`src/rtl/pbadc_pkg.sv`:
```
package pbadc_pkg;

  localparam int BYTE_W = 8;
  localparam int WORD_W = 10;
  localparam int CHAN_W = 5;

  typedef struct packed {
    logic              left;
    logic              res8;
    logic              uns;
    logic [CHAN_W-1:0] chan;
  } cfg_t;

  typedef enum logic [3:0] {
    ST_IDLE,
    ST_WR_SET,
    ST_WR_LOW,
    ST_WR_HOLD,
    ST_WAIT,
    ST_RD_SET,
    ST_RD_LOW,
    ST_RD_GAP,
    ST_DONE,
    ST_FAIL
  } state_t;

endpackage

```
`src/rtl/pbadc_clkdiv.sv`:
```
module pbadc_clkdiv #(
  parameter int DIV = 2
) (
  input  logic clk_i,
  input  logic rst_ni,
  output logic adc_clk_o,
  output logic tick_o
);
  localparam int CW = (DIV > 1) ? $clog2(DIV) : 1;

  logic [CW-1:0] cnt_q, cnt_d;
  logic          clk_q, clk_d;
  logic          wrap;

  always_comb begin
    wrap   = (cnt_q == CW'(DIV - 1));
    cnt_d  = wrap ? '0 : cnt_q + 1'b1;
    clk_d  = wrap ? ~clk_q : clk_q;
    tick_o = wrap & ~clk_q;
  end

  always_ff @(posedge clk_i or negedge rst_ni) begin
    if (!rst_ni) begin
      cnt_q <= '0;
      clk_q <= 1'b0;
    end else begin
      cnt_q <= cnt_d;
      clk_q <= clk_d;
    end
  end

  assign adc_clk_o = clk_q;

  // a tick always announces a rising converter clock edge
  a_r12_tick_rises: assert property (@(posedge clk_i) disable iff (!rst_ni)
    tick_o |=> $rose(adc_clk_o));

endmodule

```
`src/rtl/pbadc_wdog.sv`:
```
module pbadc_wdog #(
  parameter int LIMIT = 32
) (
  input  logic clk_i,
  input  logic rst_ni,
  input  logic en_i,
  input  logic tick_i,
  output logic expired_o
);
  localparam int CW = $clog2(LIMIT + 1);

  logic [CW-1:0] cnt_q, cnt_d;

  always_comb begin
    expired_o = (cnt_q == CW'(LIMIT));
    if (!en_i)                      cnt_d = '0;
    else if (tick_i && !expired_o)  cnt_d = cnt_q + 1'b1;
    else                            cnt_d = cnt_q;
  end

  always_ff @(posedge clk_i or negedge rst_ni) begin
    if (!rst_ni) cnt_q <= '0;
    else         cnt_q <= cnt_d;
  end

  // the window count never passes its limit
  a_r10_count_bounded: assert property (@(posedge clk_i) disable iff (!rst_ni)
    cnt_q <= CW'(LIMIT));

  // the count restarts whenever the window is closed
  a_r10_clear_when_off: assert property (@(posedge clk_i) disable iff (!rst_ni)
    !en_i |=> (cnt_q == '0));

endmodule

```
`src/rtl/pbadc_assemble.sv`:
```
module pbadc_assemble
  import pbadc_pkg::*;
(
  input  logic              res8_i,
  input  logic              left_i,
  input  logic [BYTE_W-1:0] first_i,
  input  logic [BYTE_W-1:0] second_i,
  output logic [WORD_W-1:0] word_o
);
  localparam int PAIR_W = 2 * BYTE_W;

  logic [PAIR_W-1:0] pair;

  always_comb begin
    pair = left_i ? {first_i, second_i} : {second_i, first_i};
    if (res8_i)      word_o = {{(WORD_W-BYTE_W){1'b0}}, first_i};
    else if (left_i) word_o = pair[PAIR_W-1 -: WORD_W];
    else             word_o = pair[WORD_W-1:0];
  end

endmodule

```
`src/rtl/pbadc_seq.sv`:
```
module pbadc_seq
  import pbadc_pkg::*;
#(
  parameter int CLK_DIV    = 2,
  parameter int WDOG_LIMIT = 32,
  parameter int STROBE_CYC = 3
) (
  input  logic              clk_i,
  input  logic              rst_ni,
  input  logic              req_i,
  input  logic [CHAN_W-1:0] chan_i,
  input  logic              uns_i,
  input  logic              res8_i,
  input  logic              left_i,
  output logic              busy_o,
  output logic              done_o,
  output logic              err_o,
  output logic [WORD_W-1:0] data_o,
  output logic              adc_clk_o,
  output logic              cs_no,
  output logic              wr_no,
  output logic              rd_no,
  input  logic              int_ni,
  output logic [BYTE_W-1:0] bus_o,
  output logic              bus_oe_o,
  input  logic [BYTE_W-1:0] bus_i
);
  localparam int SCW = $clog2(STROBE_CYC + 1);

  state_t            st_q, st_d;
  cfg_t              cfg_q, cfg_d;
  logic [SCW-1:0]    sc_q, sc_d;
  logic [BYTE_W-1:0] b0_q, b0_d, b1_q, b1_d;
  logic              second_q, second_d;
  logic              tick, expired, strobe_last, more;

  pbadc_clkdiv #(.DIV(CLK_DIV)) u_clkdiv (
    .clk_i    (clk_i),
    .rst_ni   (rst_ni),
    .adc_clk_o(adc_clk_o),
    .tick_o   (tick)
  );

  pbadc_wdog #(.LIMIT(WDOG_LIMIT)) u_wdog (
    .clk_i    (clk_i),
    .rst_ni   (rst_ni),
    .en_i     (st_q == ST_WAIT),
    .tick_i   (tick),
    .expired_o(expired)
  );

  pbadc_assemble u_asm (
    .res8_i  (cfg_q.res8),
    .left_i  (cfg_q.left),
    .first_i (b0_q),
    .second_i(b1_q),
    .word_o  (data_o)
  );

  // next-state logic
  always_comb begin
    st_d        = st_q;
    cfg_d       = cfg_q;
    sc_d        = '0;
    b0_d        = b0_q;
    b1_d        = b1_q;
    second_d    = second_q;
    strobe_last = (sc_q == SCW'(STROBE_CYC - 1));
    more        = !cfg_q.res8 && !second_q;
    unique case (st_q)
      ST_IDLE: if (req_i) begin
        cfg_d    = '{left: left_i, res8: res8_i, uns: uns_i, chan: chan_i};
        second_d = 1'b0;
        st_d     = ST_WR_SET;
      end
      ST_WR_SET:  st_d = ST_WR_LOW;
      ST_WR_LOW: begin
        sc_d = sc_q + 1'b1;
        if (strobe_last) st_d = ST_WR_HOLD;
      end
      ST_WR_HOLD: st_d = ST_WAIT;
      ST_WAIT: begin
        if (!int_ni)      st_d = ST_RD_SET;
        else if (expired) st_d = ST_FAIL;
      end
      ST_RD_SET:  st_d = ST_RD_LOW;
      ST_RD_LOW: begin
        sc_d = sc_q + 1'b1;
        if (strobe_last) begin
          if (second_q) b1_d = bus_i;
          else          b0_d = bus_i;
          st_d = ST_RD_GAP;
        end
      end
      ST_RD_GAP: begin
        if (more) begin
          second_d = 1'b1;
          st_d     = ST_RD_SET;
        end else begin
          st_d = ST_DONE;
        end
      end
      ST_DONE:  st_d = ST_IDLE;
      ST_FAIL:  st_d = ST_IDLE;
      default:  st_d = ST_IDLE;
    endcase
  end

  // registers
  always_ff @(posedge clk_i or negedge rst_ni) begin
    if (!rst_ni) begin
      st_q     <= ST_IDLE;
      cfg_q    <= '0;
      sc_q     <= '0;
      b0_q     <= '0;
      b1_q     <= '0;
      second_q <= 1'b0;
    end else begin
      st_q     <= st_d;
      cfg_q    <= cfg_d;
      sc_q     <= sc_d;
      b0_q     <= b0_d;
      b1_q     <= b1_d;
      second_q <= second_d;
    end
  end

  // pin decode
  always_comb begin
    bus_o    = cfg_q;
    bus_oe_o = (st_q == ST_WR_SET) || (st_q == ST_WR_LOW) || (st_q == ST_WR_HOLD);
    wr_no    = (st_q != ST_WR_LOW);
    rd_no    = (st_q != ST_RD_LOW);
    cs_no    = !(bus_oe_o || (st_q == ST_RD_SET) || (st_q == ST_RD_LOW)
                 || (st_q == ST_RD_GAP));
    busy_o   = !((st_q == ST_IDLE) || (st_q == ST_DONE) || (st_q == ST_FAIL));
    done_o   = (st_q == ST_DONE);
    err_o    = (st_q == ST_FAIL);
  end

  // write strobe only under chip select
  a_r2_wr_under_cs: assert property (@(posedge clk_i) disable iff (!rst_ni)
    !wr_no |-> !cs_no);

  // bus still driven when the write strobe releases
  a_r2_bus_at_wr_rise: assert property (@(posedge clk_i) disable iff (!rst_ni)
    $rose(wr_no) |-> bus_oe_o);

  // bus released and chip select held during a read strobe
  a_r4_rd_bus_free: assert property (@(posedge clk_i) disable iff (!rst_ni)
    !rd_no |-> (!bus_oe_o && !cs_no));

  // done is a single-cycle pulse outside busy
  a_r9_done_pulse: assert property (@(posedge clk_i) disable iff (!rst_ni)
    done_o |=> !done_o);

  a_r9_done_not_busy: assert property (@(posedge clk_i) disable iff (!rst_ni)
    (done_o || err_o) |-> !busy_o);

  // error pulse never overlaps a done pulse or a read
  a_r10_err_alone: assert property (@(posedge clk_i) disable iff (!rst_ni)
    err_o |-> (!done_o && rd_no));

  // configuration is frozen while busy
  a_r11_cfg_frozen: assert property (@(posedge clk_i) disable iff (!rst_ni)
    (busy_o && $past(busy_o)) |-> $stable(bus_o));

endmodule

```
`config.mk`:
```
export PLATFORM = sky130hd
export DESIGN_NAME = pbadc_seq
export DESIGN_NICKNAME = d
export VERILOG_FILES = /design/src/rtl/pbadc_pkg.sv /design/src/rtl/pbadc_clkdiv.sv /design/src/rtl/pbadc_wdog.sv /design/src/rtl/pbadc_assemble.sv /design/src/rtl/pbadc_seq.sv
export SDC_FILE = /design/constraint.sdc
export NUM_CORES = 1
export LEC_CHECK = 0
export BUFFER_PORTS_ARGS = -buffer_cell sky130_fd_sc_hd__buf_4
export CELL_PAD_IN_SITES_DETAIL_PLACEMENT = 0
export CELL_PAD_IN_SITES_GLOBAL_PLACEMENT = 1
export CORE_MARGIN = 2
export CORE_UTILIZATION = 45
export CTS_CLUSTER_SIZE = 25
export DETAILED_ROUTE_END_ITERATION = 8
export PLACE_DENSITY_LB_ADDON = 0.1
export SETUP_SLACK_MARGIN = 0.15
export SYNTH_ARGS = -nofsm -noshare
export SYNTH_HDL_FRONTEND = slang
export SYNTH_HIERARCHICAL = 1
export SYNTH_SLANG_ARGS = --single-unit
```
`constraint.sdc`:
```
create_clock -name clk_i -period 3.2 [get_ports clk_i]
set_input_delay 0.64 -clock clk_i [delete_from_list [all_inputs] [get_ports clk_i]]
set_output_delay 0.64 -clock clk_i [all_outputs]
set_load 0.005 [all_outputs]
```
==> results.yml, run 1 <==
synth:
  syn-num-nets: 176
  yosys_warnings: 6
  synth_area_per_cell_um2: 12.2
  syn_area_um2: 1870
  synthCells: 153
cells_and_area:
  syn2layout_area_growth_pct: 22.1
  antenna_cells: 0
  utilization: 0.572
  fillers: 353
  fin_cells: 249
  multiInputGateArea_um2: 892
  fin_area_um2: 2290
  drive_gt1_frac: 0.452
  seqCellArea_um2: 876
  layout.nets: 221
setup_path:
  cp.required_ps: 2560
  cp.arrival_ps: 1590
  start_kind: "flip-flop"
  crit_slowest_cell: "dfrtp_1"
  path_cells: "nor2b_4 > mux2_4 > buf_4"
  cpPeakStageDelay_ps: 480
  worstSetupEndpointType: "output pin"
  crit_type: "flip-flop to output pin"
  cp_max_fo: 8
sta:
  hold_ws_ps: 302
  rsz0062_at_grt: "no"
  final_max_slew_viol_count: 0
  fin_ws_ps: 973
  fin_tns_setup_ps: 0
  final-setup-viol-count: 0
  min_period_ps: 2230
  slew_headroom: 0.495
  fin_worst_skew_ps: 4.77
  fmax_ghz: 0.449
  worstMarginPinSlew_ps: 756
  post-route-period-util: 0.696
  hold_violations: 0
power:
  leakage_nw: 1.10
  power_density_nw_per_um2: 868
  ir_drop_uv: 270
  power_mw: 1.98
clock_tree:
  cts-htree-levels: 2
  clockRootBuffer: "clkbuf_8"
  clockBufferDepth: 2
  post-cts-setup-buffers: 0
  cts_buffers: 5
  hold_buffers: 0
  postCtsResizedCells: 0
  cts_sinks: 35
  clk_latency_ps: 280
  cts_tree: "built"
  path_clk_slew_ps: 60
job:
  max_cap_viol_count: 0
die:
  die_area_um2: 4690
  die_h_um: 68.5
  die_w_um: 68.5
  rows: 23
  pin_count: 46
  fp.coreArea_um2: 4000
  initial_core_util: 0.468
routing:
  drc: 0
  drt_wl_total_um: 3860
  dr.pass1.iters: 4
  avgViaCountPerCell: 5.22
  vias: 1300
  drtIter0Drc: 42
  post_drt_wl_per_cell_um: 15.5
  detail-route-antenna-nets: 0
grt:
  grt_pass1_vias: 1283
  grt_pass1_wl_um: 6180
  grt_overflow: 0
  grt_max_degree: 36
  grt_usage: 0.182
  grt_antenna_before_repair: 0
status:
  outcome: "complete, no violations"
placed_design:
  gp_congestion: 0.769
  dp_cells: 241
  preCtsSetupSlack_ps: 1270
  post_dp_cell_area_um2: 2210
  dpl.hpwl_um: 2890
  portBuffers: 45
min_path:
  hold_path.class: "primary input to async pin"
==> routing by layer <==
layer	track usage	share of wire	routed length [um]
met1	0.229	0.41	1580
met2	0.292	0.54	2080
met3	0.0406	0.033	129
met4	0.0950	0.021	80
met5	0	0	0
==> flip-flops by register name, summed over array words and instances (netlist names) <==
| signal | count |
|---|---|
| bus_o | 8 |
| b0_q | 8 |
| st_q | 4 |
| b1_q | 4 |
| sc_q | 2 |
| u_wdog/cnt_q | 6 |
| second_q | 1 |
| u_clkdiv/adc_clk_o | 1 |
| u_clkdiv/cnt_q | 1 |
==> final timing paths <==
path | start | end | slack [ps] | cells after the start
setup reg to reg | u_clkdiv/adc_clk_o | u_wdog/cnt_q[5] | 1430 | 4
max in group asynchronous | rst_ni | bus_o[3] | 2590 | 1
min in group clk_i | sc_q[0] | sc_q[0] | 440 | 1
hold / removal | rst_ni | sc_q[1] | 300 | 1
setup / recovery | bus_o[6] | data_o[2] | 970 | 3
hold reg to reg | sc_q[0] | sc_q[0] | 440 | 1
==> placed cells by master, fill, tap and decap left out, drive strengths merged, types with 2 or more instances in the layout <==
master and count:
buf 46, dfrtp 35, mux2 29, nor3 8, inv 8, nand2 8, clkbuf 7, nor2 5
nand4 5, nand3 4, o21ai 4, nor2b 4, ha 3, and3 3, a21oi 2, o21a 2
o211ai 2, mux2i 2, xnor2 2, and2 2, nand4b 2, nand3b 2
==> where the power goes <==
part	leakage (nW)	switching [mW]	internal [mW]	total, mW
registers	0.441	0.175	0.603	0.778
clock network	0.0422	0.148	0.152	0.301
logic	0.614	0.328	0.577	0.905
==> critical path, delay by kind of cell (launching register included) <==
family | cells | cell delay, ps
flip-flops | 1 | 480
AND/OR/NAND/NOR | 1 | 350
multiplexers | 1 | 340
buffers and inverters | 1 | 140
==> final cells by class <==
cell class | instances | share of cell area
Multi-Input combinational cell | 102 | 0.390
Sequential cell | 35 | 0.383
Timing Repair Buffer | 46 | 0.151
Clock buffer | 7 | 0.0334
Tap cell | 50 | 0.0274
Inverter | 8 | 0.0131
Clock inverter | 1 | 0.00219
Note: power is estimated with default switching activity, not from simulation.
==> run 2, diff against run 1 <==
--- a/config.mk
+++ b/config.mk
@@ -5,11 +5,12 @@
 export SDC_FILE = /design/constraint.sdc
 export NUM_CORES = 1
 export LEC_CHECK = 0
+export ABC_AREA = 1
 export BUFFER_PORTS_ARGS = -buffer_cell sky130_fd_sc_hd__buf_4
 export CELL_PAD_IN_SITES_DETAIL_PLACEMENT = 0
 export CELL_PAD_IN_SITES_GLOBAL_PLACEMENT = 1
 export CORE_MARGIN = 2
-export CORE_UTILIZATION = 45
+export CORE_UTILIZATION = 35
 export CTS_CLUSTER_SIZE = 25
 export DETAILED_ROUTE_END_ITERATION = 8
 export PLACE_DENSITY_LB_ADDON = 0.1
==> constraint.sdc (replaced) <==
create_clock -name clk_i -period 1.8 [get_ports clk_i]
set_input_delay 0.36 -clock clk_i [delete_from_list [all_inputs] [get_ports clk_i]]
set_output_delay 0.36 -clock clk_i [all_outputs]
set_load 0.005 [all_outputs]
==> run 2 against run 1 <==
Net effect:
- worst hold slack worse by 280 ps
- final cell count rose by 49%
- synthesized cell count rose by 61%
- final area is 8.4% higher
- count of clock-buffer cells in the layout increased by 1
- sequential share of layout area down 2.8 points
- worst setup slack worse by 750 ps
- non-clock buffer count rose by 6
- critical path type unchanged
- critical endpoint is now rd_no
- highest routed layer unchanged
==> results.yml, run 2 <==
status:
  outcome: "complete, no violations"
routing:
  detail-route-antenna-nets: 0
  drt_wl_total_um: 4160
  dr.pass1.iters: 4
  drtIter0Drc: 32
  avgViaCountPerCell: 4.50
  vias: 1674
  post_drt_wl_per_cell_um: 11.2
  wl_met2_um: 1870
  top_layer: "met4"
  dr_wl_met3_um: 223
  met1_length_um: 2020
  drc: 0
die:
  rows: 26
  initial_core_util: 0.368
  pin_count: 46
  die_area_um2: 6080
  die_w_um: 78.0
  fp.coreArea_um2: 5200
  die_h_um: 78.0
cells_and_area:
  layout.nets: 324
  layout_common_cells: "nand2_1, buf_4, inv_1, dfrtp_1, nand3_1"
  layout_commonest_cell: "nand2_1"
  antenna_cells: 0
  syn2layout_area_growth_pct: 29.5
  drive_gt1_frac: 0.298
synth:
  syn-num-nets: 269
  yosys_warnings: 6
  syn_area_um2: 1910
  synthCells: 246
  synth_area_per_cell_um2: 7.78
grt:
  grt_antenna_before_repair: 0
  grt_pass1_vias: 1636
  grt_pass1_wl_um: 7210
  grt_overflow: 0
  grt_max_degree: 36
  grt_usage: 0.148
setup_path:
  crit_type: "flip-flop to output pin"
  crit_start: "st_q[0]"
  cp.required_ps: 1440
  cp.arrival_ps: 1210
  worstSetupEndpointType: "output pin"
  r2r-start: "u_wdog/cnt_q[0]"
  start_kind: "flip-flop"
  cp_max_fo: 4
clock_tree:
  clk_latency_ps: 280
  clockBufferDepth: 2
  cts-htree-levels: 2
  cts_sinks: 35
  cts_tree: "built"
  cts_buffers: 5
  path_clk_slew_ps: 70
  clockRootBuffer: "clkbuf_8"
placed_design:
  dpl.hpwl_um: 3040
  gp_congestion: 0.825
  portBuffers: 45
sta:
  fmax_ghz: 0.635
  final_max_slew_viol_count: 0
  final-setup-viol-count: 0
  fin_tns_setup_ps: 0
  fin_worst_skew_ps: 3.02
  worstMarginPinSlew_ps: 456
  min_period_ps: 1570
  post-route-period-util: 0.875
  hold_violations: 0
  rsz0062_at_grt: "yes"
  slew_headroom: 0.696
min_path:
  hold_path.class: "primary input to async pin"
power:
  power_mw: 3.69
  power_density_nw_per_um2: 1490
  leakage_nw: 1.37
  ir_drop_uv: 557
job:
  max_cap_viol_count: 0
## run 2: critical path, stage by stage, from the launching register on
cell,delay (ps)
dfrtp_1,420
inv_1,140
nand2_1,90
inv_2,80
nand2_4,60
buf_4,130
## run 2: metal layers
metal / global-route usage / vias up
met3: 0.0442 / 6
met1: 0.195 / 758
met5: 0 / -
met4: 0.0421 / 0
met2: 0.238 / 38
li1: - / 872
## run 2: what timing repair did
action / 4_1_cts / 5_1_grt
pin swaps: 0 / 2
gates cloned: 0 / 0
resized for setup: 4 / 6
hold buffers: 0 / 0
setup buffers: 0 / 4
endpoints found under the setup margin: 12 / 16
## run 2: area by class of cell
class / count / area, um2
multi-input cells: 169 / 870
well taps: 70 / 87.6
flip-flops and latches: 35 / 880
repair buffers: 52 / 398
clock buffers: 8 / 100
fillers: 548 / 2730
inverters: 38 / 145
## run 2: worst paths after layout
kind                            slack [ps]               to  depth (start not counted)
worst max-delay path                   230            rd_no                          5
worst max register to register         410          st_q[2]                          9
worst min-delay path                    20  u_wdog/cnt_q[0]                          1
max in group asynchronous             1430          st_q[1]                          1
min in group clk_i                     260         bus_o[2]                          3
worst min register to register         420          sc_q[0]                          1
## run 2: per-stage QoR
step,util,hold WS [ps],area (um2),worst slack [ps],cells
after global placement,0.446,347,2320,362,360
after CTS,0.468,33.6,2440,122,368
after global routing,0.476,52.7,2480,131,372
final,0.476,24.7,2480,225,372
after detailed placement,0.446,350,2320,327,360
after floorplan,-,64.4,1910,504,246
## run 2: report_power, final
part	switching, mW	internal, mW
registers	0.216	1.04
logic	0.920	0.885
clock network	0.276	0.349
total	1.41	2.27
